File: src/rtl/nib_stack_pkg.sv
package nib_stack_pkg;

  typedef enum logic [1:0] {
    OP_PUSH = 2'd0,
    OP_RET  = 2'd1,
    OP_RETI = 2'd2
  } stackOp_e;

  // strobes from the sequencer to the nibble datapath
  typedef struct packed {
    logic       latchIn;    // capture pc/status/carry for a push
    logic       writeNib;   // drive the current nibble onto the write bus
    logic       readNib;    // capture the current nibble from RAM
    logic       finish;     // last nibble of a pop: update outputs
    logic       withFlags;  // pop also restores status and carry
    logic [1:0] step;       // nibble index within the level
  } dpCtl_t;

endpackage

File: src/rtl/nib_stack_ctrl.sv
module nib_stack_ctrl
  import nib_stack_pkg::*;
#(
  parameter int DEPTH = 16,
  parameter int ADDR_W = 10,
  parameter logic [ADDR_W-1:0] BASE = 10'h3C0,
  localparam int LVL_W = $clog2(DEPTH + 1)
) (
  input  logic              clk,
  input  logic              rstN,
  input  logic              pushReq,
  input  logic              retReq,
  input  logic              retiReq,
  input  logic              spReset,
  output logic [ADDR_W-1:0] ramAddr,
  output logic              ramWe,
  output logic              ramRe,
  output logic              busy,
  output logic              errFlag,
  output logic [LVL_W-1:0]  stackLevel,
  output dpCtl_t            dpCtl
);

  localparam logic [LVL_W-1:0] FULL = LVL_W'(DEPTH);

  logic             busyQ;
  logic [1:0]       stepQ;
  stackOp_e         opQ;
  logic [LVL_W-1:0] levelQ;
  logic             errQ;

  logic             isFull, isEmpty, anyPop;
  logic [LVL_W-1:0] tgtLvl;
  logic [ADDR_W-1:0] slotIdx;

  assign isFull  = (levelQ == FULL);
  assign isEmpty = (levelQ == '0);
  assign anyPop  = retReq | retiReq;

  always_ff @(posedge clk or negedge rstN) begin
    if (!rstN) begin
      busyQ  <= 1'b0;
      stepQ  <= 2'd0;
      opQ    <= OP_PUSH;
      levelQ <= '0;
      errQ   <= 1'b0;
    end else begin
      errQ <= 1'b0;
      if (spReset) begin
        busyQ  <= 1'b0;
        stepQ  <= 2'd0;
        levelQ <= '0;
      end else if (!busyQ) begin
        if (pushReq) begin
          if (isFull) errQ <= 1'b1;
          else begin
            busyQ <= 1'b1;
            opQ   <= OP_PUSH;
            stepQ <= 2'd0;
          end
        end else if (anyPop) begin
          if (isEmpty) errQ <= 1'b1;
          else begin
            busyQ <= 1'b1;
            opQ   <= retiReq ? OP_RETI : OP_RET;
            stepQ <= 2'd0;
          end
        end
      end else begin
        stepQ <= stepQ + 2'd1;
        if (stepQ == 2'd3) begin
          busyQ  <= 1'b0;
          levelQ <= (opQ == OP_PUSH) ? levelQ + 1'b1 : levelQ - 1'b1;
        end
      end
    end
  end

  // a push targets the level above the current top, a pop the top itself
  always_comb begin
    tgtLvl  = (opQ == OP_PUSH) ? levelQ + 1'b1 : levelQ;
    slotIdx = ADDR_W'(DEPTH) - ADDR_W'(tgtLvl);
    ramAddr = BASE + (slotIdx << 2) + ADDR_W'(stepQ);
  end

  assign ramWe      = busyQ && (opQ == OP_PUSH);
  assign ramRe      = busyQ && (opQ != OP_PUSH);
  assign busy       = busyQ;
  assign errFlag    = errQ;
  assign stackLevel = levelQ;

  always_comb begin
    dpCtl.latchIn   = !busyQ && !spReset && pushReq && !isFull;
    dpCtl.writeNib  = ramWe;
    dpCtl.readNib   = ramRe;
    dpCtl.finish    = ramRe && (stepQ == 2'd3) && !spReset;
    dpCtl.withFlags = (opQ == OP_RETI);
    dpCtl.step      = stepQ;
  end

  // RAM is only touched while a sequence runs
  a_r4_ram_only_busy: assert property (@(posedge clk) disable iff (!rstN)
    (ramWe || ramRe) |-> busy);
  // every access lands inside the stack window
  a_r3_addr_window: assert property (@(posedge clk) disable iff (!rstN)
    (ramWe || ramRe) |-> (ramAddr >= BASE && ramAddr <= BASE + ADDR_W'(4*DEPTH-1)));
  // the level does not move in the middle of a sequence
  a_r4_level_held: assert property (@(posedge clk) disable iff (!rstN)
    (busy && !spReset) |=> ($stable(stackLevel) || !busy));
  // a push on a full stack is refused
  a_r7_full_push_err: assert property (@(posedge clk) disable iff (!rstN)
    (!busy && !spReset && pushReq && stackLevel == FULL) |=>
      (errFlag && !busy && stackLevel == FULL));
  // a pop on an empty stack is refused
  a_r8_empty_pop_err: assert property (@(posedge clk) disable iff (!rstN)
    (!busy && !spReset && !pushReq && anyPop && stackLevel == '0) |=>
      (errFlag && !busy && !ramRe && stackLevel == '0));
  // the reset strobe empties the stack
  a_r9_sp_reset: assert property (@(posedge clk) disable iff (!rstN)
    spReset |=> (stackLevel == '0 && !busy));
  // the level never exceeds the depth
  a_r7_no_overflow: assert property (@(posedge clk) disable iff (!rstN)
    stackLevel <= FULL);

endmodule

File: src/rtl/nib_stack_dp.sv
module nib_stack_dp
  import nib_stack_pkg::*;
#(
  parameter int PC_W = 14,
  localparam int WORD_W = PC_W + 2,
  localparam int NIBS = WORD_W / 4
) (
  input  logic            clk,
  input  logic            rstN,
  input  dpCtl_t          dpCtl,
  input  logic [PC_W-1:0] pcIn,
  input  logic            stIn,
  input  logic            caIn,
  input  logic [3:0]      ramRdData,
  output logic [3:0]      ramWrData,
  output logic [PC_W-1:0] pcOut,
  output logic            stOut,
  output logic            caOut,
  output logic            pcLoad,
  output logic            flagLoad
);

  // word layout: {status, carry, pc}; nibble k (lowest address first) is the
  // k-th nibble counted from the most significant end
  logic [WORD_W-1:0] wordQ;
  logic [WORD_W-1:0] assembled;

  always_comb begin
    assembled = wordQ;
    assembled[(NIBS-1-int'(dpCtl.step))*4 +: 4] = ramRdData;
  end

  assign ramWrData = wordQ[(NIBS-1-int'(dpCtl.step))*4 +: 4];

  always_ff @(posedge clk or negedge rstN) begin
    if (!rstN) begin
      wordQ    <= '0;
      pcOut    <= '0;
      stOut    <= 1'b0;
      caOut    <= 1'b0;
      pcLoad   <= 1'b0;
      flagLoad <= 1'b0;
    end else begin
      pcLoad   <= dpCtl.finish;
      flagLoad <= dpCtl.finish && dpCtl.withFlags;
      if (dpCtl.latchIn) wordQ <= {stIn, caIn, pcIn};
      else if (dpCtl.readNib) wordQ <= assembled;
      if (dpCtl.finish) begin
        pcOut <= assembled[PC_W-1:0];
        if (dpCtl.withFlags) {stOut, caOut} <= assembled[WORD_W-1 -: 2];
      end
    end
  end

  // status and carry move only together with their load strobe
  a_r5_flags_only_on_load: assert property (@(posedge clk) disable iff (!rstN)
    !flagLoad |-> ($stable(stOut) && $stable(caOut)));
  // a flag load always comes with a program counter load
  a_r6_flag_with_pc: assert property (@(posedge clk) disable iff (!rstN)
    flagLoad |-> pcLoad);
  // the program counter output moves only on its load strobe
  a_r5_pc_only_on_load: assert property (@(posedge clk) disable iff (!rstN)
    !pcLoad |-> $stable(pcOut));

endmodule

File: src/rtl/nib_call_stack.sv
module nib_call_stack
  import nib_stack_pkg::*;
#(
  parameter int DEPTH = 16,
  parameter int ADDR_W = 10,
  parameter logic [ADDR_W-1:0] BASE = 10'h3C0,
  parameter int PC_W = 14,
  localparam int LVL_W = $clog2(DEPTH + 1)
) (
  input  logic              clk,
  input  logic              rstN,
  input  logic              pushReq,
  input  logic              retReq,
  input  logic              retiReq,
  input  logic              spReset,
  input  logic [PC_W-1:0]   pcIn,
  input  logic              stIn,
  input  logic              caIn,
  input  logic [3:0]        ramRdData,
  output logic [ADDR_W-1:0] ramAddr,
  output logic [3:0]        ramWrData,
  output logic              ramWe,
  output logic              ramRe,
  output logic              busy,
  output logic              errFlag,
  output logic [LVL_W-1:0]  stackLevel,
  output logic [PC_W-1:0]   pcOut,
  output logic              stOut,
  output logic              caOut,
  output logic              pcLoad,
  output logic              flagLoad
);

  dpCtl_t dpCtl;

  nib_stack_ctrl #(.DEPTH(DEPTH), .ADDR_W(ADDR_W), .BASE(BASE)) u_ctrl (
    .clk(clk), .rstN(rstN), .pushReq(pushReq), .retReq(retReq),
    .retiReq(retiReq), .spReset(spReset), .ramAddr(ramAddr), .ramWe(ramWe),
    .ramRe(ramRe), .busy(busy), .errFlag(errFlag), .stackLevel(stackLevel),
    .dpCtl(dpCtl)
  );

  nib_stack_dp #(.PC_W(PC_W)) u_dp (
    .clk(clk), .rstN(rstN), .dpCtl(dpCtl), .pcIn(pcIn), .stIn(stIn),
    .caIn(caIn), .ramRdData(ramRdData), .ramWrData(ramWrData),
    .pcOut(pcOut), .stOut(stOut), .caOut(caOut), .pcLoad(pcLoad),
    .flagLoad(flagLoad)
  );

  // a refused request never starts a sequence
  a_r4_err_not_busy: assert property (@(posedge clk) disable iff (!rstN)
    errFlag |-> !busy);

endmodule

File: config.mk
export PLATFORM = sky130hd
export DESIGN_NAME = nib_call_stack
export DESIGN_NICKNAME = d
export VERILOG_FILES = /design/src/rtl/nib_stack_pkg.sv /design/src/rtl/nib_stack_ctrl.sv /design/src/rtl/nib_stack_dp.sv /design/src/rtl/nib_call_stack.sv
export SDC_FILE = /design/constraint.sdc
export NUM_CORES = 1
export LEC_CHECK = 0
export ABC_AREA = 0
export BUFFER_PORTS_ARGS = -buffer_cell sky130_fd_sc_hd__buf_2
export CORE_MARGIN = 1.5
export CORE_UTILIZATION = 58
export CTS_CLUSTER_SIZE = 24
export DETAILED_ROUTE_END_ITERATION = 8
export HOLD_SLACK_MARGIN = 0.1
export PLACE_DENSITY = 0.94
export SLEW_MARGIN = 40
export SYNTH_ARGS = -nofsm -noshare
export SYNTH_HDL_FRONTEND = slang
export SYNTH_SLANG_ARGS = --single-unit
export TNS_END_PERCENT = 20
File: constraint.sdc
create_clock -name clk -period 3.35 [get_ports clk]
set_input_delay 0.1675 -clock clk [delete_from_list [all_inputs] [get_ports clk]]
set_output_delay 0.1675 -clock clk [all_outputs]
set_load 0.01 [all_outputs]
==> results of run 1 <==
-- layer usage --
metal	share of wire, %	track usage (%)
met5	0	0
met4	2.7	11.53
met3	7.9	5.833
met2	48	47.02
met1	41	39.31
-- logic make-up (layout without fill, tap and decap cells) --
logic type,count (synthesis),count (layout),synth area share [%]
buf+inv,34,103,7.371
mux,9,9,5.169
compound gates,69,69,17.17
flops,45,45,40.45
fa+ha+maj,9,9,4.045
simple gates,114,114,22.02
xor+xnor,12,12,3.775
-- power by group through the flow --
stage / combinational, mW / sequential [mW] / clock, mW
2_1_floorplan: 0.208 / 0.630 / 0
3_3_place_gp: 0.269 / 0.654 / 0
3_5_place_dp: 0.279 / 0.657 / 0
4_1_cts: 0.295 / 0.646 / 0.435
5_1_grt: 0.332 / 0.659 / 0.456
6_report: 0.303 / 0.658 / 0.434
-- layout make-up --
class                           instances  share of cell area, %
Timing Repair Buffer                   85                  15.59
Tap cell                               54                  2.033
Clock inverter                          2                  1.130
Clock buffer                            6                  2.485
Sequential cell                        45                  33.89
Inverter                               10                  1.130
Multi-Input combinational cell        213                  43.75
-- worst max-delay path, stage by stage, from the launching register on --
cell	delay [ns]
dfrtp_1	0.53
nor2_2	0.42
mux2i_1	0.26
ha_1	0.25
nand2_1	0.08
nor2_1	0.13
a32oi_2	0.09
xor2_1	0.19
ha_1	0.29
buf_2	0.14
-- layout by cell type, fill, tap and decap left out, drive strengths merged, types with 3 or more instances in the layout --
| cell | netlist | final |
|---|---|---|
| a21oi | 23 | 23 |
| a221o | 16 | 16 |
| and2 | 3 | 3 |
| buf | 21 | 68 |
| clkbuf | 3 | 6 |
| dfrtp | 45 | 45 |
| dlygate4sd3 | 0 | 17 |
| ha | 9 | 9 |
| inv | 10 | 10 |
| mux2 | 3 | 3 |
| mux4 | 4 | 4 |
| nand2 | 37 | 37 |
| nor2 | 31 | 31 |
| nor2b | 20 | 20 |
| nor3 | 5 | 5 |
| nor4b | 3 | 3 |
| o211ai | 5 | 5 |
| o21ai | 17 | 17 |
| xnor2 | 8 | 8 |
| xor2 | 4 | 4 |
-- sequential cells by signal, summed over array words and instances, names as in the netlist, 2 cells and up --
| register | count |
|---|---|
| u_dp.pcOut | 14 |
| u_ctrl.stepQ | 2 |
| u_ctrl.opQ | 2 |
| u_ctrl.stackLevel | 5 |
| u_dp.wordQ | 16 |
-- how the worst min path moves through the flow --
stage	start	to	slack, ns	cells past startpoint
CTS	pcIn[6]	u_dp.wordQ[6]$_DFFE_PN0P_	0.10	2
finish	retiReq	u_ctrl.opQ[1]$_DFFE_PN0P_	0.15	2
global placement	rstN	u_dp.wordQ[5]$_DFFE_PN0P_	0.36	1
global route	retiReq	u_ctrl.opQ[1]$_DFFE_PN0P_	0.15	2
detailed placement	rstN	u_dp.wordQ[6]$_DFFE_PN0P_	0.20	1
floorplan	rstN	u_ctrl.busy$_DFF_PN0_	-0.13	0
==> impl_metrics.csv, run 1 <==
group,metric,value,unit
logic_synthesis,ys_seq_area_share,40.45,%
cts,root_buffer,"clkbuf_8",
layout,final_cells,415,
critical_path,reg2reg_from,"u_ctrl.stepQ[0]$_DFFE_PN0P_",
sta,min_period_over_period,85.13,%
power,swShare,29.35,%
floorplan,num_io_pins,67,
logic_synthesis,synth_nets,327,
floorplan,core,0.004661,mm^2
power,p_switching,409.4,uW
floorplan,die_w,72.28,um
detailed_routing,vias,2491,
placement,preCtsSetupSlack,0.8822,ns
sta,setup_viol,0,
sta,maxSlewHeadroom,45.14,%
detailed_routing,vias_per_cell,6.002,
power,ir_drop,0.2302,mV
detailed_routing,drc,0,
power,p_leak,1.594,nW
logic_synthesis,synthTopCellsByCount,"dfrtp_1 (45), nand2_1 (36), nor2_1 (30), a21oi_1 (23), nor2b_1 (20)",
logic_synthesis,synth.most_common_cell,"dfrtp_1",
logic_synthesis,ys_ff_latch,45,
detailed_routing,drt_first_iter_violations,148,
global_routing,grt_pass1_vias,2341,
cts,cts_setup_buffers,0,
sta,finalClockSkew,0.004835,ns
logic_synthesis,synth_top_cell_area_share,40.45,%
cts,numCtsBuffers,5,
floorplan,num_rows,25,
global_routing,grt_pass1_wl,11610,um
logic_synthesis,synthFlopType,"dfrtp_1",
cts,clk_path_buf_depth,2,
sta,tightest_slew,0.8154,ns
power,pwr_density_cell,419.7,mW/mm^2
placement,dp_cells,390,
layout,nets,395,
critical_path,rr_endpoint,"u_dp.wordQ[12]$_DFFE_PN0P_",
critical_path,critPathCaptureType,"primary output",
power,p_total,1.395,mW
detailed_routing,ant_nets,0,
power,p_comb_share,21.7,%
layout,layout-drive-gt1-share,26.32,%
logic_synthesis,syn_area,0.002784,mm^2
placement,postPlaceCellArea,0.003032,mm^2
global_routing,grt.overflow.total,0,
layout,area_growth_syn_to_layout,19.37,%
placement,dp_hpwl,4926,um
sta,fin_setup_tns,0,ns
critical_path,crit_arrival,2.68,ns
sta,finalCriticalPeriod,2.852,ns
cts,tritoncts,"yes",
power,clkPwrFrac,31.1,%
logic_synthesis,synth_cell_types,47,
sta,slew_viol_final,0,
layout,multiInputGateArea,0.001454,mm^2
global_routing,grt_max_degree,46,
logic_synthesis,synth-edff-count,0,
logic_synthesis,yosys_warnings,0,
layout,fin_area,0.003323,mm^2
cts,clk_pin_slew,0.08,ns
layout,fin_util,71.30,%
critical_path,path_class,"register to primary output",
layout,n_fill_cell,335,
worst_hold_path,hold_path_class,"primary input to register",
sta,rsz0062_at_grt,"no",
sta,fin_ws,0.4983,ns
critical_path,cp-endpoint,"ramAddr[7]",
floorplan,die_area,0.005224,mm^2
critical_path,setup.worst_path.start,"u_ctrl.opQ[1]$_DFFE_PN0P_",
floorplan,start_util,59.73,%
cts,h-tree-depth,2,
logic_synthesis,synth_area_per_cell,9.534,um^2
layout,antenna_cells,0,
global_routing,grt_use_total,29.28,%
critical_path,r2r_cells,5,
detailed_routing,drtPass1Iterations,5,
critical_path,critPathMaxFanout,11,
logic_synthesis,synth_cells,292,
placement,finalWeightedCongestion,0.9152,
global_routing,antenna_found_initial,0,
critical_path,ff2ff_setup_slack,0.86,ns
job,drv_cap,0,
cts,worstSkewPairLatency,0.31,ns
power,power_frac_seq,47.2,%
placement,port_buffers,66,
logic_synthesis,synth_area_leaders,"dfrtp_1 (40%), a221o_1 (5.8%), nand2_1 (4.9%)",
outcome,status,"finished clean",
critical_path,critical_path_required,3.18,ns
cts,hold_buffers,16,
power,p_int,985.2,uW
sta,hold_viol,0,
floorplan,fp.dieH,72.28,um
cts,cts_resized,0,
cts,clock-sinks,45,
critical_path,cp-start-kind,"register",
sta,max_freq,0.3507,GHz
logic_synthesis,synth_top_area_cell,"dfrtp_1",
detailed_routing,routedWlPerCell,17.52,um
logic_synthesis,synth-async-reset-ratio,100.0,%
detailed_routing,wl,7269,um
layout,register_area,0.001126,mm^2
sta,hold_slack,0.1512,ns
(Power assumes the default switching activity.)
==> inputs of run 2 (changes only) <==
CORE_UTILIZATION = 50   (was 58)
PLACE_DENSITY = 0.83   (was 0.94)
==> impl_metrics.csv, run 2 (same netlist as run 1, synthesis figures left out) <==
group,metric,value,unit
layout,register_area,0.001126,mm^2
cts,cts_resized,0,
global_routing,grt_pass1_wl,11780,um
critical_path,critPathMaxFanout,9,
sta,slew_viol_final,0,
power,power_frac_seq,47.2,%
global_routing,grt_pass1_vias,2345,
global_routing,grt_use_total,24.99,%
sta,tightest_slew,0.6117,ns
power,swShare,30.26,%
layout,multiInputGateArea,0.001461,mm^2
cts,clk_path_buf_depth,2,
placement,finalWeightedCongestion,0.9389,
critical_path,reg2reg_from,"u_ctrl.stepQ[0]$_DFFE_PN0P_",
worst_hold_path,hold_end,"u_dp.wordQ[4]$_DFFE_PN0P_",
sta,fin_setup_tns,0,ns
power,p_leak,1.592,nW
job,drv_cap,0,
critical_path,worst_path_max_delay_cell,"dfrtp_1",
detailed_routing,vias,2478,
critical_path,max_stage_delay,0.52,ns
critical_path,r2r_cells,5,
layout,antenna_cells,0,
critical_path,cp_cell_sequence,"inv_1 -> ha_1 -> mux2i_1 -> ha_1 -> nand2_1 -> nor2_1 -> a32oi_2 -> xor2_1 -> ha_1 -> buf_2",
floorplan,num_io_pins,67,
floorplan,die_area,0.006024,mm^2
cts,worstSkewPairLatency,0.31,ns
layout,area_growth_syn_to_layout,19.87,%
cts,tritoncts,"yes",
floorplan,die_w,77.62,um
critical_path,cp_common_cell,"ha_1",
floorplan,core,0.005238,mm^2
sta,rsz0062_at_grt,"no",
worst_hold_path,hold_path_class,"primary input to register",
power,ir_drop,0.2796,mV
layout,reg_top3,"u_dp.wordQ (16), u_dp.pcOut (14), u_ctrl.stackLevel (5)",
layout,final_cells,430,
detailed_routing,routedWlPerCell,16.68,um
global_routing,antenna_found_initial,0,
power,p_switching,420.7,uW
sta,setup_viol,0,
critical_path,critical_path_required,3.18,ns
cts,h-tree-depth,2,
global_routing,grt.overflow.total,0,
detailed_routing,wl,7174,um
layout,layout-drive-gt1-share,26.94,%
layout,fin_area,0.003337,mm^2
sta,maxSlewHeadroom,58.91,%
detailed_routing,drc,0,
placement,dp_cells,406,
layout,nets,394,
floorplan,start_util,53.15,%
worst_hold_path,hold_depth,2,
sta,finalClockSkew,0.01025,ns
critical_path,crit_arrival,2.60,ns
worst_hold_path,min-delay-start,"pcIn[4]",
layout,n_fill_cell,421,
floorplan,fp.dieH,77.62,um
sta,hold_viol,0,
sta,finalCriticalPeriod,2.770,ns
global_routing,grt_max_degree,46,
sta,max_freq,0.3610,GHz
power,p_int,969.7,uW
detailed_routing,ant_nets,0,
placement,dp_hpwl,5109,um
critical_path,path_class,"register to primary output",
cts,clock-sinks,45,
layout,max_flop_register,"u_dp.wordQ",
floorplan,num_rows,26,
critical_path,ff2ff_setup_slack,0.83,ns
cts,numCtsBuffers,5,
critical_path,rr_endpoint,"u_dp.wordQ[14]$_DFFE_PN0P_",
layout,fin_util,63.71,%
detailed_routing,drtPass1Iterations,5,
critical_path,cp-start-kind,"register",
placement,port_buffers,66,
detailed_routing,drt_first_iter_violations,144,
layout,largest_reg_flops,16,
power,clkPwrFrac,31.0,%
layout,final_common_cell,"buf_2",
power,p_comb_share,21.8,%
detailed_routing,vias_per_cell,5.763,
layout,final_cell_mix,"buf_2 (65), dfrtp_1 (45), nand2_1 (36), nor2_1 (30), a21oi_1 (23)",
cts,clk_pin_slew,0.09,ns
outcome,status,"finished clean",
critical_path,critPathCaptureType,"primary output",
sta,min_period_over_period,82.68,%
cts,root_buffer,"clkbuf_8",
placement,postPlaceCellArea,0.003052,mm^2
power,pwr_density_cell,416.7,mW/mm^2
## run 2: per-stage QoR
stage                     hold WS, ns  power, mW  setup WS [ns]
after global placement         0.3750     0.9282          1.011
after global routing           0.1208      1.450         0.4263
after detailed placement       0.2002     0.9392         0.9011
after floorplan               -0.1281     0.8386         0.9227
final                          0.1175      1.390         0.5803
after CTS                      0.1188      1.379         0.5889
## run 2: critical path: cells and delay by family (launching register included)
family,cells,cell delay [ns]
xor gates and xnor gates,1,0.19
AOI/OAI and AO/OA,1,0.09
muxes,1,0.16
buffers and inverters,2,0.26
DFF,1,0.52
and+or+nand+nor,2,0.20
adders and majority gates,3,0.89
## run 2: cell type report
class,count,share of cell area (%)
Sequential cell,45,33.75
Tap cell,70,2.625
Clock buffer,5,2.062
Multi-Input combinational cell,213,43.79
Inverter,10,1.125
Timing Repair Buffer,84,15.22
Clock inverter,3,1.425
## run 2: routing by layer
metal	vias to the layer above	track usage (%)	wire [um]	share of wire, %
met1	1177	33.76	3002	42
met4	0	7.818	146	2.0
met2	121	40.00	3424	48
li1	1161	-	-	-
met3	19	5.412	601	8.4
met5	-	0	0	0
## run 2: what timing repair did
action / in CTS / in global routing
setup buffers: 0 / 0
hold endpoints to repair: 60 / 0
hold buffers: 16 / 0
## run 2: worst max path at each step
stage                                     start                         end  slack (ns)  depth (start not counted)
2_1_floorplan  u_ctrl.stackLevel[0]$_DFFE_PN0P_                  ramAddr[9]        0.92                         12
3_3_place_gp          u_ctrl.opQ[1]$_DFFE_PN0P_                  ramAddr[7]        1.01                          9
3_5_place_dp        u_ctrl.stepQ[0]$_DFFE_PN0P_  u_dp.wordQ[13]$_DFFE_PN0P_        0.90                          5
4_1_cts        u_ctrl.stackLevel[0]$_DFFE_PN0P_                  ramAddr[7]        0.59                         10
5_1_grt               u_ctrl.opQ[0]$_DFFE_PN0P_                  ramAddr[7]        0.43                          9
6_report       u_ctrl.stackLevel[0]$_DFFE_PN0P_                  ramAddr[7]        0.58                         10
## run 2: power by group through the flow
| stage | clock network [mW] | registers (mW) | logic [mW] |
|---|---|---|---|
| 2_1_floorplan | 0 | 0.630 | 0.208 |
| 6_report | 0.431 | 0.656 | 0.303 |
| 4_1_cts | 0.435 | 0.647 | 0.296 |
| 3_3_place_gp | 0 | 0.656 | 0.272 |
| 3_5_place_dp | 0 | 0.659 | 0.281 |
| 5_1_grt | 0.459 | 0.659 | 0.332 |
